### config.mk
export PLATFORM = sky130hd
export DESIGN_NAME = hpi_port
export DESIGN_NICKNAME = d
export VERILOG_FILES = /design/src/rtl/hpi_pkg.sv /design/src/rtl/hpi_host_decode.sv /design/src/rtl/hpi_rdfifo.sv /design/src/rtl/hpi_req_master.sv /design/src/rtl/hpi_port.sv
export SDC_FILE = /design/constraint.sdc
export NUM_CORES = 1
export LEC_CHECK = 0
export BUFFER_PORTS_ARGS = -buffer_cell sky130_fd_sc_hd__clkbuf_2
export CAP_MARGIN = 15
export CORE_MARGIN = 3
export CORE_UTILIZATION = 58
export DETAILED_ROUTE_END_ITERATION = 12
export PLACE_DENSITY = 0.79
export SLEW_MARGIN = 20
export SYNTH_ARGS = -nofsm -noshare
export SYNTH_HDL_FRONTEND = slang
export SYNTH_SLANG_ARGS = --single-unit
### constraint.sdc
create_clock -name clk -period 2.8 [get_ports clk]
set_input_delay 0 -clock clk [delete_from_list [all_inputs] [get_ports clk]]
set_output_delay 0 -clock clk [all_outputs]
set_load 0.01 [all_outputs]
### src/rtl/hpi_pkg.sv
package hpi_pkg;
  typedef enum logic [1:0] {
    MODE_HALF = 2'd0,
    MODE_FULL = 2'd1,
    MODE_WIN  = 2'd2
  } hpi_mode_e;

  typedef enum logic [2:0] {
    K_CTL  = 3'd0,
    K_ADDR = 3'd1,
    K_DINC = 3'd2,
    K_DFIX = 3'd3,
    K_WIN  = 3'd4
  } hpi_kind_e;

  localparam logic [1:0] SEL_CTL  = 2'd0;
  localparam logic [1:0] SEL_ADDR = 2'd1;
  localparam logic [1:0] SEL_DINC = 2'd2;
endpackage

### src/rtl/hpi_host_decode.sv
module hpi_host_decode
  import hpi_pkg::*;
#(
  parameter int DW = 32
) (
  input  logic          clk,
  input  logic          rst_n,
  input  logic [1:0]    mode,
  input  logic          cs,
  input  logic          strobe,
  input  logic          rdy,
  input  logic          rnw,
  input  logic          half,
  input  logic [1:0]    sel,
  input  logic [DW-1:0] wdata,
  output logic          acc,
  output logic          go,
  output logic          read_hi,
  output hpi_kind_e     kind,
  output logic [DW-1:0] wd
);
  localparam int HW = DW / 2;

  logic          hmode;
  logic [HW-1:0] lo_q;

  assign hmode   = (mode == MODE_HALF);
  assign acc     = cs & strobe & rdy;
  // half mode: writes act on the second half, reads on the first
  assign go      = acc & (!hmode | (rnw ? !half : half));
  assign read_hi = acc & hmode & rnw & half;
  assign wd      = hmode ? {wdata[HW-1:0], lo_q} : wdata;

  always_comb begin
    if (mode == MODE_WIN) kind = K_WIN;
    else begin
      case (sel)
        SEL_CTL:  kind = K_CTL;
        SEL_ADDR: kind = K_ADDR;
        SEL_DINC: kind = K_DINC;
        default:  kind = K_DFIX;
      endcase
    end
  end

  always_ff @(posedge clk or negedge rst_n) begin
    if (!rst_n) lo_q <= '0;
    else if (acc && hmode && !rnw && !half) lo_q <= wdata[HW-1:0];
  end
endmodule

### src/rtl/hpi_rdfifo.sv
module hpi_rdfifo #(
  parameter int DW    = 32,
  parameter int DEPTH = 4
) (
  input  logic          clk,
  input  logic          rst_n,
  input  logic          flush,
  input  logic          push,
  input  logic [DW-1:0] push_data,
  input  logic          pop,
  output logic [DW-1:0] head,
  output logic          empty,
  output logic [$clog2(DEPTH+1)-1:0] count
);
  localparam int PW = (DEPTH > 1) ? $clog2(DEPTH) : 1;
  localparam int CW = $clog2(DEPTH+1);

  logic [DW-1:0] store [DEPTH];
  logic [PW-1:0] wp, rp;
  logic [CW-1:0] cnt;

  function automatic logic [PW-1:0] nxt(input logic [PW-1:0] p);
    return (p == PW'(DEPTH-1)) ? '0 : p + 1'b1;
  endfunction

  assign head  = store[rp];
  assign empty = (cnt == '0);
  assign count = cnt;

  always_ff @(posedge clk or negedge rst_n) begin
    if (!rst_n) begin
      wp <= '0; rp <= '0; cnt <= '0;
    end else if (flush) begin
      wp <= '0; rp <= '0; cnt <= '0;
    end else begin
      if (push) wp <= nxt(wp);
      if (pop)  rp <= nxt(rp);
      if (push && !pop) cnt <= cnt + 1'b1;
      else if (pop && !push) cnt <= cnt - 1'b1;
    end
  end

  always_ff @(posedge clk) begin
    if (push && !flush) store[wp] <= push_data;
  end
endmodule

### src/rtl/hpi_req_master.sv
module hpi_req_master #(
  parameter int AW = 24,
  parameter int DW = 32
) (
  input  logic          clk,
  input  logic          rst_n,
  input  logic          issue,
  input  logic          issue_we,
  input  logic [AW-1:0] issue_addr,
  input  logic [DW-1:0] issue_wdata,
  output logic          busy,
  output logic          mem_req_valid,
  input  logic          mem_req_ready,
  output logic          mem_req_we,
  output logic [AW-1:0] mem_req_addr,
  output logic [DW-1:0] mem_req_wdata,
  input  logic          mem_rsp_valid,
  input  logic [DW-1:0] mem_rsp_data,
  output logic          fill,
  output logic [DW-1:0] fill_data
);
  logic vld_q, wait_q;

  assign mem_req_valid = vld_q;
  assign busy          = vld_q | wait_q;
  assign fill          = wait_q & mem_rsp_valid;
  assign fill_data     = mem_rsp_data;

  always_ff @(posedge clk or negedge rst_n) begin
    if (!rst_n) begin
      vld_q <= 1'b0; wait_q <= 1'b0; mem_req_we <= 1'b0;
      mem_req_addr <= '0; mem_req_wdata <= '0;
    end else begin
      if (issue && !busy) begin
        vld_q         <= 1'b1;
        mem_req_we    <= issue_we;
        mem_req_addr  <= issue_addr;
        mem_req_wdata <= issue_wdata;
      end else if (vld_q && mem_req_ready) begin
        vld_q <= 1'b0;
        if (!mem_req_we) wait_q <= 1'b1;
      end
      if (fill) wait_q <= 1'b0;
    end
  end
endmodule

### src/rtl/hpi_port.sv
module hpi_port
  import hpi_pkg::*;
#(
  parameter int AW         = 24,
  parameter int DW         = 32,
  parameter int FIFO_DEPTH = 4
) (
  input  logic          clk,
  input  logic          rst_n,
  input  logic [1:0]    cfg_mode,
  input  logic          hp_cs,
  input  logic          hp_strobe,
  input  logic          hp_rnw,
  input  logic [1:0]    hp_sel,
  input  logic          hp_half,
  input  logic [15:0]   hp_addr,
  input  logic [DW-1:0] hp_wdata,
  output logic [DW-1:0] hp_rdata,
  output logic          hp_rdy,
  output logic          mem_req_valid,
  input  logic          mem_req_ready,
  output logic          mem_req_we,
  output logic [AW-1:0] mem_req_addr,
  output logic [DW-1:0] mem_req_wdata,
  input  logic          mem_rsp_valid,
  input  logic [DW-1:0] mem_rsp_data
);
  localparam int WIN_W  = 16;
  localparam int PAGE_W = AW - WIN_W;
  localparam int HW     = DW / 2;
  localparam int CW     = $clog2(FIFO_DEPTH+1);
  localparam logic [AW-1:0] STEP = AW'(DW/8);

  typedef enum logic {S_IDLE, S_RDWAIT} st_e;

  st_e             st_q;
  logic [PAGE_W-1:0] ctl_q;
  logic [AW-1:0]   addr_q, fetch_q;
  logic            pf_on, inc_q;
  logic [DW-1:0]   rd_word, rdata_q;

  logic            acc, go, read_hi;
  hpi_kind_e       kind;
  logic [DW-1:0]   wd;
  logic            busy, fill;
  logic [DW-1:0]   fill_data, head;
  logic            empty;
  logic [CW-1:0]   count;

  logic            issue, iss_we, pf_iss, flush, pop, pop_inc;
  logic [AW-1:0]   iss_addr;
  logic            hmode;

  assign hmode    = (cfg_mode == MODE_HALF);
  assign hp_rdy   = (st_q == S_IDLE) && !busy;
  assign hp_rdata = rdata_q;

  function automatic logic [DW-1:0] fmt(input logic [DW-1:0] w, input logic h);
    return h ? {{(DW-HW){1'b0}}, w[HW-1:0]} : w;
  endfunction

  hpi_host_decode #(.DW(DW)) u_dec (
    .clk(clk), .rst_n(rst_n), .mode(cfg_mode), .cs(hp_cs), .strobe(hp_strobe),
    .rdy(hp_rdy), .rnw(hp_rnw), .half(hp_half), .sel(hp_sel), .wdata(hp_wdata),
    .acc(acc), .go(go), .read_hi(read_hi), .kind(kind), .wd(wd)
  );

  hpi_req_master #(.AW(AW), .DW(DW)) u_req (
    .clk(clk), .rst_n(rst_n), .issue(issue), .issue_we(iss_we),
    .issue_addr(iss_addr), .issue_wdata(wd), .busy(busy),
    .mem_req_valid(mem_req_valid), .mem_req_ready(mem_req_ready),
    .mem_req_we(mem_req_we), .mem_req_addr(mem_req_addr),
    .mem_req_wdata(mem_req_wdata), .mem_rsp_valid(mem_rsp_valid),
    .mem_rsp_data(mem_rsp_data), .fill(fill), .fill_data(fill_data)
  );

  hpi_rdfifo #(.DW(DW), .DEPTH(FIFO_DEPTH)) u_fifo (
    .clk(clk), .rst_n(rst_n), .flush(flush), .push(fill), .push_data(fill_data),
    .pop(pop), .head(head), .empty(empty), .count(count)
  );

  // request issue, flush and pop selection
  always_comb begin
    issue = 1'b0; iss_we = 1'b0; iss_addr = addr_q;
    pf_iss = 1'b0; flush = 1'b0; pop = 1'b0; pop_inc = inc_q;
    if (go) begin
      pop_inc = (kind == K_DINC);
      case (kind)
        K_DINC, K_DFIX: begin
          if (!hp_rnw) begin
            flush = 1'b1; issue = 1'b1; iss_we = 1'b1;
          end else if (kind == K_DINC) begin
            if (pf_on && !empty) pop = 1'b1;
            else if (!pf_on) flush = 1'b1;
          end else begin
            flush = 1'b1; issue = 1'b1;
          end
        end
        K_WIN: begin
          flush = 1'b1; issue = 1'b1; iss_we = !hp_rnw;
          iss_addr = {ctl_q, hp_addr};
        end
        K_ADDR: if (!hp_rnw) flush = 1'b1;
        default: ;
      endcase
    end else if (st_q == S_RDWAIT && !empty) begin
      pop = 1'b1;
    end else if (pf_on && !busy && count < CW'(FIFO_DEPTH) && cfg_mode != MODE_WIN) begin
      issue = 1'b1; pf_iss = 1'b1; iss_addr = fetch_q;
    end
  end

  always_ff @(posedge clk or negedge rst_n) begin
    if (!rst_n) begin
      st_q <= S_IDLE; ctl_q <= '0; addr_q <= '0; fetch_q <= '0;
      pf_on <= 1'b0; inc_q <= 1'b0; rd_word <= '0; rdata_q <= '0;
    end else begin
      if (pf_iss) fetch_q <= fetch_q + STEP;
      if (pop) begin
        rd_word <= head;
        rdata_q <= fmt(head, hmode);
        if (pop_inc) addr_q <= addr_q + STEP;
        st_q <= S_IDLE;
      end
      if (read_hi) rdata_q <= {{(DW-HW){1'b0}}, rd_word[DW-1:HW]};
      if (go) begin
        case (kind)
          K_CTL: begin
            if (hp_rnw) begin
              rd_word <= DW'(ctl_q);
              rdata_q <= fmt(DW'(ctl_q), hmode);
            end else ctl_q <= wd[PAGE_W-1:0];
          end
          K_ADDR: begin
            if (hp_rnw) begin
              rd_word <= DW'(addr_q);
              rdata_q <= fmt(DW'(addr_q), hmode);
            end else begin
              addr_q <= wd[AW-1:0];
              pf_on  <= 1'b0;
            end
          end
          K_DINC: begin
            if (!hp_rnw) begin
              addr_q <= addr_q + STEP;
              pf_on  <= 1'b0;
            end else if (!pf_on) begin
              pf_on <= 1'b1; fetch_q <= addr_q;
              st_q <= S_RDWAIT; inc_q <= 1'b1;
            end else if (empty) begin
              st_q <= S_RDWAIT; inc_q <= 1'b1;
            end
          end
          default: begin
            pf_on <= 1'b0;
            if (hp_rnw) begin
              st_q <= S_RDWAIT; inc_q <= 1'b0;
            end
          end
        endcase
      end
    end
  end
endmodule

### After elaboration in Yosys (flattened, before gate mapping)

Memory sizes are Yosys's and may differ from the RTL's.
Index checks and enable logic that the tools add are counted.

* add/subtract/negate cells: 6
* order comparisons: 1
* equal/unequal tests: 14
* muxes and demuxes: 87
* bitwise logic cells: 13
* reduce and logical (&&, ||, !) cells: 37

Operators by type and width (count)
* 24-bit two-way mux: 15
* 32-bit two-way mux: 11
* 32-bit one-hot mux with 2 select lines: 2
* 24-bit by 3-bit adder with 24-bit output, second input constant: 2
* 24-bit one-hot mux with 2 select lines: 1
* 1-bit two-way mux: 41
* 1-bit logical AND: 14
* 2-bit two-way mux: 6
* 3-bit two-way mux: 4
* 3-bit AND reduction: 3
* 2-bit == test, second input constant: 4
* 1-bit zero test: 8
* 1-bit one-hot mux with 2 select lines: 4
* 2-bit nonzero test: 4
* 1-bit bitwise AND: 7
* 3-bit by 2-bit == test with 1-bit output, second input constant: 2
* 3-bit zero test: 2
* 1-bit one-hot mux with 3 select lines: 2
* 2-bit one-hot mux with 3 select lines: 1
* 2-bit by 1-bit adder with 2-bit output, second input constant: 2
* 2-bit zero test: 2
* 2-bit by 1-bit inequality test with 1-bit output, second input constant: 2
* 2-bit inequality test, second input constant: 2
* 1-bit NOT: 4
* 11 further kinds: 13

* register bits: 205
* bits in writable memories: 128
* output and inout bits: 91
* word-level logic and storage cells: 176
* memories: 1

Memory list
* u_fifo.store: depth 4, bits a word 32, rd ports 1, clocked after Yosys merged registers in 0, write ports 1, RTL line hpi_rdfifo.sv:18 `logic [DW-1:0] store [DEPTH];`

### Logic depth before layout (Yosys ltp)

Gate-level depths: netlist of run 1.

* depth in word-level cells: 14
* gate-level depth with buffers: 12
* mapped depth without buffers: 9

### By module

From an unflattened synthesis of run 1, not the netlist that was laid out.

* cells, all modules: 1348
* area total of the unflattened synthesis: 15987.8 um^2

By module, submodules not included
* hpi_port: times used 1, cells an instance 893, area each 7300.8 um^2, seq. area each 2677.6 um^2
* hpi_rdfifo: times used 1, cells an instance 215, area each 5127.4 um^2, seq. area each 4018.9 um^2
* hpi_req_master: times used 1, cells an instance 161, area each 2468.6 um^2, seq. area each 1476.4 um^2
* hpi_host_decode: times used 1, cells an instance 79, area each 1091.0 um^2, seq. area each 400.4 um^2

### Least setup slack after synthesis of run 1

No wires, ideal clock.

* path type: flip-flop to flip-flop
* start point: register u_req.vld_q (netlist: u_req.mem_req_valid)
* end point: register u_fifo.cnt[2] (netlist: u_fifo.count[2])
* setup time: 125 ps
* data arrival time: 2612 ps
* setup slack: 63 ps
* stages on the path, launching flop included: 12
* buffers on the path: 2
* period minus slack after synthesis: 2737 ps
* cell sequence: dfrtp_1 -> nor3_2 -> o211a_1 -> a21o_1 -> clkbuf_1 -> clkbuf_1 -> nor2_1 -> fa_1 -> o21ai_0 -> a211oi_1 -> a21oi_1 -> nand3_1

* longest elaborated chain between the ends: 10

Ends and longest elaborated chain
* start: declaration: RTL line hpi_req_master.sv:22 `logic vld_q, wait_q;`
* start signal: assignment: RTL line hpi_req_master.sv:31 `vld_q <= 1'b0; wait_q <= 1'b0; mem_req_we <= 1'b0;`
* start signal: assignment: RTL line hpi_req_master.sv:35 `vld_q <= 1'b1;`
* start signal: assignment: RTL line hpi_req_master.sv:40 `vld_q <= 1'b0;`
* 1-bit bitwise OR (*): RTL line hpi_req_master.sv:25 `assign busy = vld_q | wait_q;`
* 1-bit zero test (*): RTL line hpi_port.sv:55 `assign hp_rdy = (st_q == S_IDLE) && !busy;`
* 1-bit logical AND (*): RTL line hpi_port.sv:55
* via hp_rdy: RTL line hpi_port.sv:19 `output logic hp_rdy,`
* 1-bit bitwise AND (*): RTL line hpi_host_decode.sv:28 `assign acc = cs & strobe & rdy;`
* 1-bit bitwise AND (*): RTL line hpi_host_decode.sv:30 `assign go = acc & (!hmode | (rnw ? !half : half));`
* 1-bit two-way mux: RTL line hpi_port.sv:86 `if (go) begin`
* 1-bit zero test: RTL line hpi_rdfifo.sv:38 `if (push && !pop) cnt <= cnt + 1'b1;`
* 1-bit logical AND: RTL line hpi_rdfifo.sv:38
* 3-bit two-way mux: RTL line hpi_rdfifo.sv:38
* 3-bit two-way mux: RTL line hpi_rdfifo.sv:33 `end else if (flush) begin`
* end signal: assignment: RTL line hpi_rdfifo.sv:38
* end signal: assignment: RTL line hpi_rdfifo.sv:39 `else if (pop && !push) cnt <= cnt - 1'b1;`
* end: declaration: RTL line hpi_rdfifo.sv:20 `logic [CW-1:0] cnt;`

The timed path passes the listed nets; every way through them passes the cells marked *.
A chain may end at the register's enable or synchronous reset.

### Worst setup path after layout of run 1

* start point: register u_fifo.cnt[2] (netlist: u_fifo.count[2])
* end point: register u_fifo.cnt[1] (netlist: u_fifo.count[1])

* longest elaborated chain between the ends: 12

Ends and longest elaborated chain
* 3-bit zero test (*): RTL line hpi_rdfifo.sv:27 `assign empty = (cnt == '0);`
* 1-bit zero test (*): RTL line hpi_port.sv:93, hpi_port.sv:106
* 1-bit logical AND: RTL line hpi_port.sv:93 `if (pf_on && !empty) pop = 1'b1;`
* 1-bit two-way mux: RTL line hpi_port.sv:93
* 1-bit two-way mux: RTL line hpi_port.sv:92 `end else if (kind == K_DINC) begin`
* 1-bit two-way mux: RTL line hpi_port.sv:90 `if (!hp_rnw) begin`
* 1-bit two-way mux: RTL line hpi_port.sv:88 `case (kind)`
* 1-bit two-way mux: RTL line hpi_port.sv:86
* 1-bit zero test: RTL line hpi_rdfifo.sv:38
* 1-bit logical AND: RTL line hpi_rdfifo.sv:38
* 3-bit two-way mux: RTL line hpi_rdfifo.sv:38
* 3-bit two-way mux: RTL line hpi_rdfifo.sv:33

Every way passes the cells marked *; elsewhere a longest branch is shown, timed or not.

==> results of run 1 <==
## timing repair
action                                  CTS  global route
endpoints found under the setup margin    0             0
gates resized for setup                   0             0
hold buffers                             82             0
hold endpoints to repair                293             0
## cell type report
cell class | instances | share of cell area (%)
diodes | 1 | 0.01375
well taps | 324 | 2.228
clock buffers | 50 | 5.419
multi-input cells | 878 | 31.66
repair buffers | 325 | 12.43
clock inverters | 12 | 0.8596
inverters | 13 | 0.2682
flip-flops and latches | 317 | 47.13
## power groups by stage
stage | logic [mW] | registers (mW) | clock network (mW)
6_report | 5.71 | 7.45 | 4.61
2_1_floorplan | 3.43 | 7.26 | 0
3_5_place_dp | 5.49 | 7.45 | 0
5_1_grt | 6.25 | 7.57 | 4.85
3_3_place_gp | 5.31 | 7.40 | 0
4_1_cts | 5.66 | 7.39 | 4.64
## synth_stat cells (7+ instances only)
cell type | n | area share (%)
sky130_fd_sc_hd__dfrtp_1 | 189 | 32
sky130_fd_sc_hd__nand2_1 | 160 | 4.1
sky130_fd_sc_hd__edfxtp_1 | 128 | 26
sky130_fd_sc_hd__nor2_1 | 125 | 3.2
sky130_fd_sc_hd__a21oi_1 | 118 | 4.0
sky130_fd_sc_hd__clkbuf_1 | 76 | 1.9
sky130_fd_sc_hd__o21ai_0 | 50 | 1.7
sky130_fd_sc_hd__mux2i_1 | 40 | 2.7
sky130_fd_sc_hd__xnor2_1 | 35 | 2.1
sky130_fd_sc_hd__nand3_1 | 34 | 1.2
sky130_fd_sc_hd__mux4_2 | 32 | 4.9
sky130_fd_sc_hd__o22ai_1 | 29 | 1.2
sky130_fd_sc_hd__o31ai_1 | 27 | 1.4
sky130_fd_sc_hd__mux2_2 | 22 | 1.7
sky130_fd_sc_hd__and3_1 | 21 | 0.89
sky130_fd_sc_hd__nor3_1 | 20 | 0.68
sky130_fd_sc_hd__buf_2 | 18 | 0.61
sky130_fd_sc_hd__a31oi_1 | 17 | 0.72
sky130_fd_sc_hd__inv_1 | 13 | 0.33
sky130_fd_sc_hd__a221o_1 | 10 | 0.68
sky130_fd_sc_hd__or3_1 | 8 | 0.34
sky130_fd_sc_hd__a22o_1 | 7 | 0.42
sky130_fd_sc_hd__and2_1 | 7 | 0.30
sky130_fd_sc_hd__ha_1 | 7 | 0.59
sky130_fd_sc_hd__nand2b_1 | 7 | 0.30
sky130_fd_sc_hd__o32ai_1 | 7 | 0.42
sky130_fd_sc_hd__xor2_1 | 7 | 0.42
## worst min-delay path by stage
stage | startpoint | to | slack, ns | cells after the start
detailed placement | rst_n | fetch_q[14] | 0.12 | 1
global route | hp_sel[0] | pf_on | 0.05 | 3
CTS | hp_sel[0] | pf_on | 0.01 | 3
floorplan | rst_n | addr_q[0] | -0.30 | 0
global placement | rst_n | fetch_q[14] | 0.13 | 1
finish | hp_rnw | inc_q | 0.04 | 5
## critical path: stages, from the launching register on
cell and delay, ns:
sky130_fd_sc_hd__dfrtp_1 0.44, sky130_fd_sc_hd__or3_1 0.41, sky130_fd_sc_hd__and2_1 0.20, sky130_fd_sc_hd__a21oi_2 0.82, sky130_fd_sc_hd__buf_4 0.30, sky130_fd_sc_hd__nor2_1 0.07
sky130_fd_sc_hd__a21oi_1 0.20, sky130_fd_sc_hd__o22ai_1 0.11
## stage by stage
stage	hold WS, ns	setup WS, ns
5_1_grt	0.05322	0.001684
2_1_floorplan	-0.2956	0.06299
4_1_cts	0.01255	0.1478
3_3_place_gp	0.1250	0.2743
6_report	0.04301	0.1029
3_5_place_dp	0.1243	0.2377
## registers in the layout, indices dropped and copies added (netlist names)
register / cells
fetch_q: 24
ctl_q: 8
u_fifo.rp: 2
st_q: 1
inc_q: 1
addr_q: 24
hp_rdata: 32
u_req.mem_req_wdata: 32
u_dec.lo_q: 16
u_fifo.store: 128
u_req.wait_q: 1
u_req.mem_req_addr: 24
u_req.mem_req_we: 1
u_fifo.wp: 2
u_req.mem_req_valid: 1
rd_word: 16
u_fifo.count: 3
pf_on: 1
## metal layers
metal  wire [um]  global-route usage (%)
met4        2311                   15.24
met3        3775                   5.064
met1       16510                   42.85
met5           0                       0
met2       21360                   52.57
## kinds of logic after synthesis
| family | synth area share [%] |
|---|---|
| multiplexers | 9.268 |
| flip-flops | 58.05 |
| XOR/XNOR | 2.491 |
| buffers and inverters | 3.262 |
| AND/OR/NAND/NOR | 13.31 |
| AO/OA/AOI/OAI | 12.89 |
| adder cells (fa/ha/maj) | 0.7285 |
## placed cells by master (no fill, tap or decap), drive strengths merged, types with 6 or more instances in the layout
cell type / n
clkbuf: 232
dfrtp: 189
nand2: 160
edfxtp: 128
nor2: 125
a21oi: 118
dlygate4sd3: 82
buf: 61
o21ai: 52
mux2i: 40
xnor2: 35
nand3: 34
mux4: 32
o22ai: 29
o31ai: 27
nor3: 26
mux2: 22
and3: 21
a31oi: 17
inv: 13
a221o: 10
nor4: 9
or3: 8
clkinv: 8
xor2: 7
and2: 7
nand2b: 7
a22o: 7
o32ai: 7
ha: 7
nor2b: 6
o211ai: 6
a222oi: 6
==> results.md, run 1 <==
- Result of the run: completed
- Total of fill cells in the finished design: 1669
- Final weighted congestion of routability-driven global placement: between 0.9 and 1
- Switch Pwr: 6.346 mW
- Number of cells produced by synthesis: between 1k and 1.5k
- Vias after detailed routing: 12.07k
- Warnings from Yosys: 0
- Drt drc: 0
- Number of clock sinks: approximately 320
- Post-route cell area: 18190 um2
- Kind of end point of the critical path: register
- Relative area change from synthesis to final layout: 23.19%
- Clock-pin transition on the worst setup and hold timing paths: around 0.06 ns
- Worst slew margin relative to its limit: a little under a quarter
- Boundary pin count: between 150 and 200
- Number of hold-slack violations in the final timing report: 0
- Placed wire-length estimate after detailed placement: ~28000 um
- Hold Path Class: primary input to register
- Number of global-route vias before repair: between 10k and 15k
- Final wirelength: 43960 um
- Net total in the final layout: 1669
- TritonCTS buffer count: 34
- Switching part of the total power: 35.70%
- Reg-to-reg critical path startpoint: u_fifo.count[2]
- Ys async rst share: 59.62%
- Routed length per instance: ~23 um
- Post-synthesis register bit count: roughly 320
- Peak VDD IR: 0.0006769 V
- Starting DRT DRC Count: approximately 1.5k
- CTS HTree Levels: 2
- IO buf count: 182
- Number of setup buffers added after CTS: 0
- Design Power: 17.77 mW
- Unrepaired setup endpoints after global routing: no
- Setup crit end: u_fifo.count[1]
- Standard-cell rows: 57
- Overall die height: 165.6 um
- Core area: around 25000 um2
- Top FF cell, synth: sky130_fd_sc_hd__dfrtp_1
- Static leakage: 7.380 nW
- Wire length of the first global-routing pass: 67400 um
- Die area: 27420 um2
- Total placed cells including tap cells: 1775
- Slew Viols, Final: 0
- Area after DPL: between 15000 and 20000 um2
- Remaining antenna violation count: 0
- Number of enable-type register cells in the synthesized netlist: 128
- Area used by multi-input combinational logic: between 5000 and 6000 um2
- Fraction of final layout cells with drive strength greater than 1: around 23%
- Initial antenna violation count: 1
- Clk_lat worst skew: 0.52 ns
- Vias per inst: between 6 and 7
- Die span in x: 165.6 um
- Synthesized Nets: 1412
- Post-route minimum period: about 2.7 ns
- Capturing point of the worst reg2reg path: u_fifo.count[1]
- Final core utilization: 73.73%
- Netlist cell types: 65
- Fin Clk Skew: 0.02000 ns
- Final setup TNS: 0 ns
- Setup slack of the most critical reg-to-reg path: 0.10 ns
- Non-filler cells in the finished layout: 1920
- Clock network fraction of design power: around a quarter
- Total gr overflow: 0
- Internal: 11.43 mW
- Sequential-to-total area share from yosys stat: 58.05%
- Length of the first detailed-routing pass in iterations: 8
- Maximum operating frequency: 370.8 MHz
- Global-route usage over all layers: 32.27%
- Cells on worst reg2reg path: 7
- Starting density of the core: between 50% and 60%
- Clk Tree Root Cell: sky130_fd_sc_hd__clkbuf_16
- Type of the setup path with the least slack: register to register
- Maximum number of pins on one net before global-route repair: 90
- Count of maximum capacitance violations: 0
- Critical path peak fanout: 24
- Arrival time at the worst endpoint: approximately 3.1 ns
- Power per cell area: 976.9 nW/um2
- Gate power share: 32.1%
- CTS tree: done
- Share of the clock period used by the worst path: a little over nine tenths
- Clock buffer depth: 3
- Slew at the pin closest to its max-slew limit: 1.147 ns
- Netlist Area Pre-Place: 14770 um2
- Syn_area_per_cell: 11.26 um2
- Register area: 8574 um2
- Final setup violation count: 0
- Startpoint types: register
- Crit path launch: u_fifo.count[2]
- Sequential power share: 41.9%
- Worst endpoint required time: 3.20 ns
(Power assumes the default switching activity.)
==> run 2: changes to the inputs <==
--- a/config.mk
+++ b/config.mk
@@ -7,9 +7,10 @@
 export LEC_CHECK = 0
 export BUFFER_PORTS_ARGS = -buffer_cell sky130_fd_sc_hd__clkbuf_2
 export CAP_MARGIN = 15
-export CORE_MARGIN = 3
+export CORE_MARGIN = 1
 export CORE_UTILIZATION = 58
 export DETAILED_ROUTE_END_ITERATION = 12
+export GPL_TIMING_DRIVEN = 0
 export PLACE_DENSITY = 0.79
 export SLEW_MARGIN = 20
 export SYNTH_ARGS = -nofsm -noshare
==> constraint.sdc (replaced) <==
create_clock -name clk -period 2.82 [get_ports clk]
set_input_delay 0 -clock clk [delete_from_list [all_inputs] [get_ports clk]]
set_output_delay 0 -clock clk [all_outputs]
set_load 0.01 [all_outputs]
==> results.md, run 2 (synthesized netlist as in run 1, its figures left out) <==
- Result of the run: completed
- Critical path peak fanout: 9
- Gate power share: 33.7%
- Number of global-route vias before repair: 12.13k
- Type of the setup path with the least slack: register to register
- Vias per inst: between 6 and 7
- Largest register FFs: ~130
- Power per cell area: 967.7 nW/um2
- Final wirelength: 45240 um
- Starting density of the core: 58.82%
- Starting DRT DRC Count: around 1.3k
- Clock buffer depth: 3
- Clock-pin transition on the worst setup and hold timing paths: 0.07 ns
- CTS tree: done
- Slew at the pin closest to its max-slew limit: 0.9841 ns
- Net total in the final layout: 1716
- Worst Hold Slack: around 0.046 ns
- Clk_lat worst skew: 0.52 ns
- Peak VDD IR: 0.0006203 V
- Routed length per instance: 22.99 um
- Unrepaired setup endpoints after global routing: yes
- Design Power: 17.67 mW
- IO buf count: 180
- Vias after detailed routing: between 10k and 15k
- Setup slack after placement: -0.4768 ns
- Count of maximum capacitance violations: 0
- Switch Pwr: between 6 and 7 mW
- Global-route layer with the greatest usage: met2
- Initial antenna violation count: 1
- Register containing the most flip-flops in the final layout: u_fifo.store
- Most used cells in the layout excluding fill and tap cells: sky130_fd_sc_hd__dfrtp_1, sky130_fd_sc_hd__clkbuf_2, sky130_fd_sc_hd__nand2_1, sky130_fd_sc_hd__edfxtp_1, sky130_fd_sc_hd__nor2_1
- Hold Path Class: primary input to asynchronous set/reset pin
- Final setup violation count: 0
- TritonCTS buffer count: 34
- Clk Tree Root Cell: sky130_fd_sc_hd__clkbuf_16
- Number of hold-slack violations in the final timing report: 0
- Worst slew margin relative to its limit: around a third
- Worst endpoint required time: 3.22 ns
- Relative area change from synthesis to final layout: 23.60%
- Static leakage: about 7.3 nW
- Fraction of final layout cells with drive strength greater than 1: roughly a fifth
- Internal: roughly 11 mW
- Post-route minimum period: 2.782 ns
- Die area: 26110 um2
- Standard-cell rows: 58
- Wire length of the first global-routing pass: 68590 um
- Worst-case setup margin in the final layout: 0.03804 ns
- Remaining antenna violation count: 0
- Met2 Use GR: between 50% and 60%
- Drt drc: 0
- Sequential power share: between 40% and 50%
- Boundary pin count: 183
- Clock network fraction of design power: 24.8%
- Overall die height: 161.6 um
- Share of the clock period used by the worst path: 98.65%
- Number of clock sinks: 317
- Global routing met3 resource utilization: 6.112%
- Length of the first detailed-routing pass in iterations: 6
- Maximum number of pins on one net before global-route repair: 90
- Kind of end point of the critical path: register
- Most frequent standard cell in the layout excluding fill and tap cells: sky130_fd_sc_hd__dfrtp_1
- CTS HTree Levels: 2
- Startpoint types: register
- Total gr overflow: 0
- Total placed cells including tap cells: 1828
- Met1 routing resource usage after global routing: between 40% and 50%
- Die span in x: 161.6 um
- Placed wire-length estimate after detailed placement: 30420 um
- Switching part of the total power: between 30% and 40%
- Non-filler cells in the finished layout: around 2k
- Maximum operating frequency: roughly 360 MHz
- Core area: ~25000 um2
- Slew Viols, Final: 0
- Final weighted congestion of routability-driven global placement: roughly 0.98
- Fin Clk Skew: 0.01150 ns
- Arrival time at the worst endpoint: 3.19 ns
- Global-route usage over all layers: 34.90%
## run 2: cell count changes in the layout (fill, tap and decap cells not counted), moves of 5 or more
| cell | before | now |
|---|---|---|
| sky130_fd_sc_hd__clkbuf_1 | 9 | 74 |
| sky130_fd_sc_hd__buf_2 | 0 | 17 |
| sky130_fd_sc_hd__buf_16 | 0 | 5 |
| sky130_fd_sc_hd__buf_4 | 56 | 4 |
## run 2: critical path, stage by stage, from the launching register on
cell	delay, ns
sky130_fd_sc_hd__dfrtp_1	0.71
sky130_fd_sc_hd__nand4_1	0.29
sky130_fd_sc_hd__or2_2	0.34
sky130_fd_sc_hd__clkbuf_1	0.23
sky130_fd_sc_hd__nor4_1	0.61
sky130_fd_sc_hd__nand4_1	0.19
sky130_fd_sc_hd__a21oi_1	0.19
sky130_fd_sc_hd__o31ai_1	0.10
## run 2: worst paths after layout
check                                        from                     end  slack (ns)  cells past startpoint
setup / recovery                       addr_q[13]              addr_q[23]        0.04                      7
hold / removal                              rst_n  u_req.mem_req_addr[12]        0.05                      3
setup reg to reg                       addr_q[13]              addr_q[23]        0.04                      7
hold reg to reg            u_req.mem_req_addr[10]  u_req.mem_req_addr[10]        0.47                      2
max in group asynchronous                   rst_n            hp_rdata[28]        1.98                      4
min in group clk                        hp_sel[0]                   inc_q        0.05                      4
## run 2: area by class of cell
type                            instances  area (um2)
Sequential cell                       317        8576
Fill cell                            1768        6854
Multi-Input combinational cell        878        5784
Timing Repair Buffer                  272        1918
Clock buffer                           47       978.4
Buffer                                100       437.9
Tap cell                              330       412.9
Clock inverter                         10       96.34
Inverter                               13       48.80
Antenna cell                            1       2.502
## run 2: stage by stage
step / TNS, ns / area [um2] / utilization (%)
after floorplan: 0 / 14770 / -
after global placement: -356.33 / 16080 / 64.05
after detailed placement: -4.856 / 16260 / 64.76
after CTS: 0 / 18220 / 72.58
after global routing: -0.03156 / 18250 / 72.69
final: 0 / 18260 / 72.70
## run 2: timing repair
| item | in CTS | in global routing |
|---|---|---|
| setup endpoints to repair | 54 | 62 |
| pin swaps | 1 | 1 |
| hold buffers | 84 | 0 |
| endpoints found under the hold margin | 299 | 0 |
| buffers inserted | 2 | 0 |
| gates resized for setup | 9 | 18 |
## run 2: routing by layer
layer / wire length, um / vias to the layer above
met5: 0 / -
met4: 2446 / 0
met3: 3743 / 165
met2: 21640 / 693
met1: 17410 / 6023
li1: - / 5428
## run 2: power by group through the flow
stage          Clock, mW  Combinational, mW  Sequential [mW]
2_1_floorplan          0               3.41             7.21
3_3_place_gp           0               5.52             7.15
3_5_place_dp           0               5.72             7.21
4_1_cts             4.38               5.94             7.15
5_1_grt             4.57               6.47             7.43
6_report            4.39               5.95             7.32
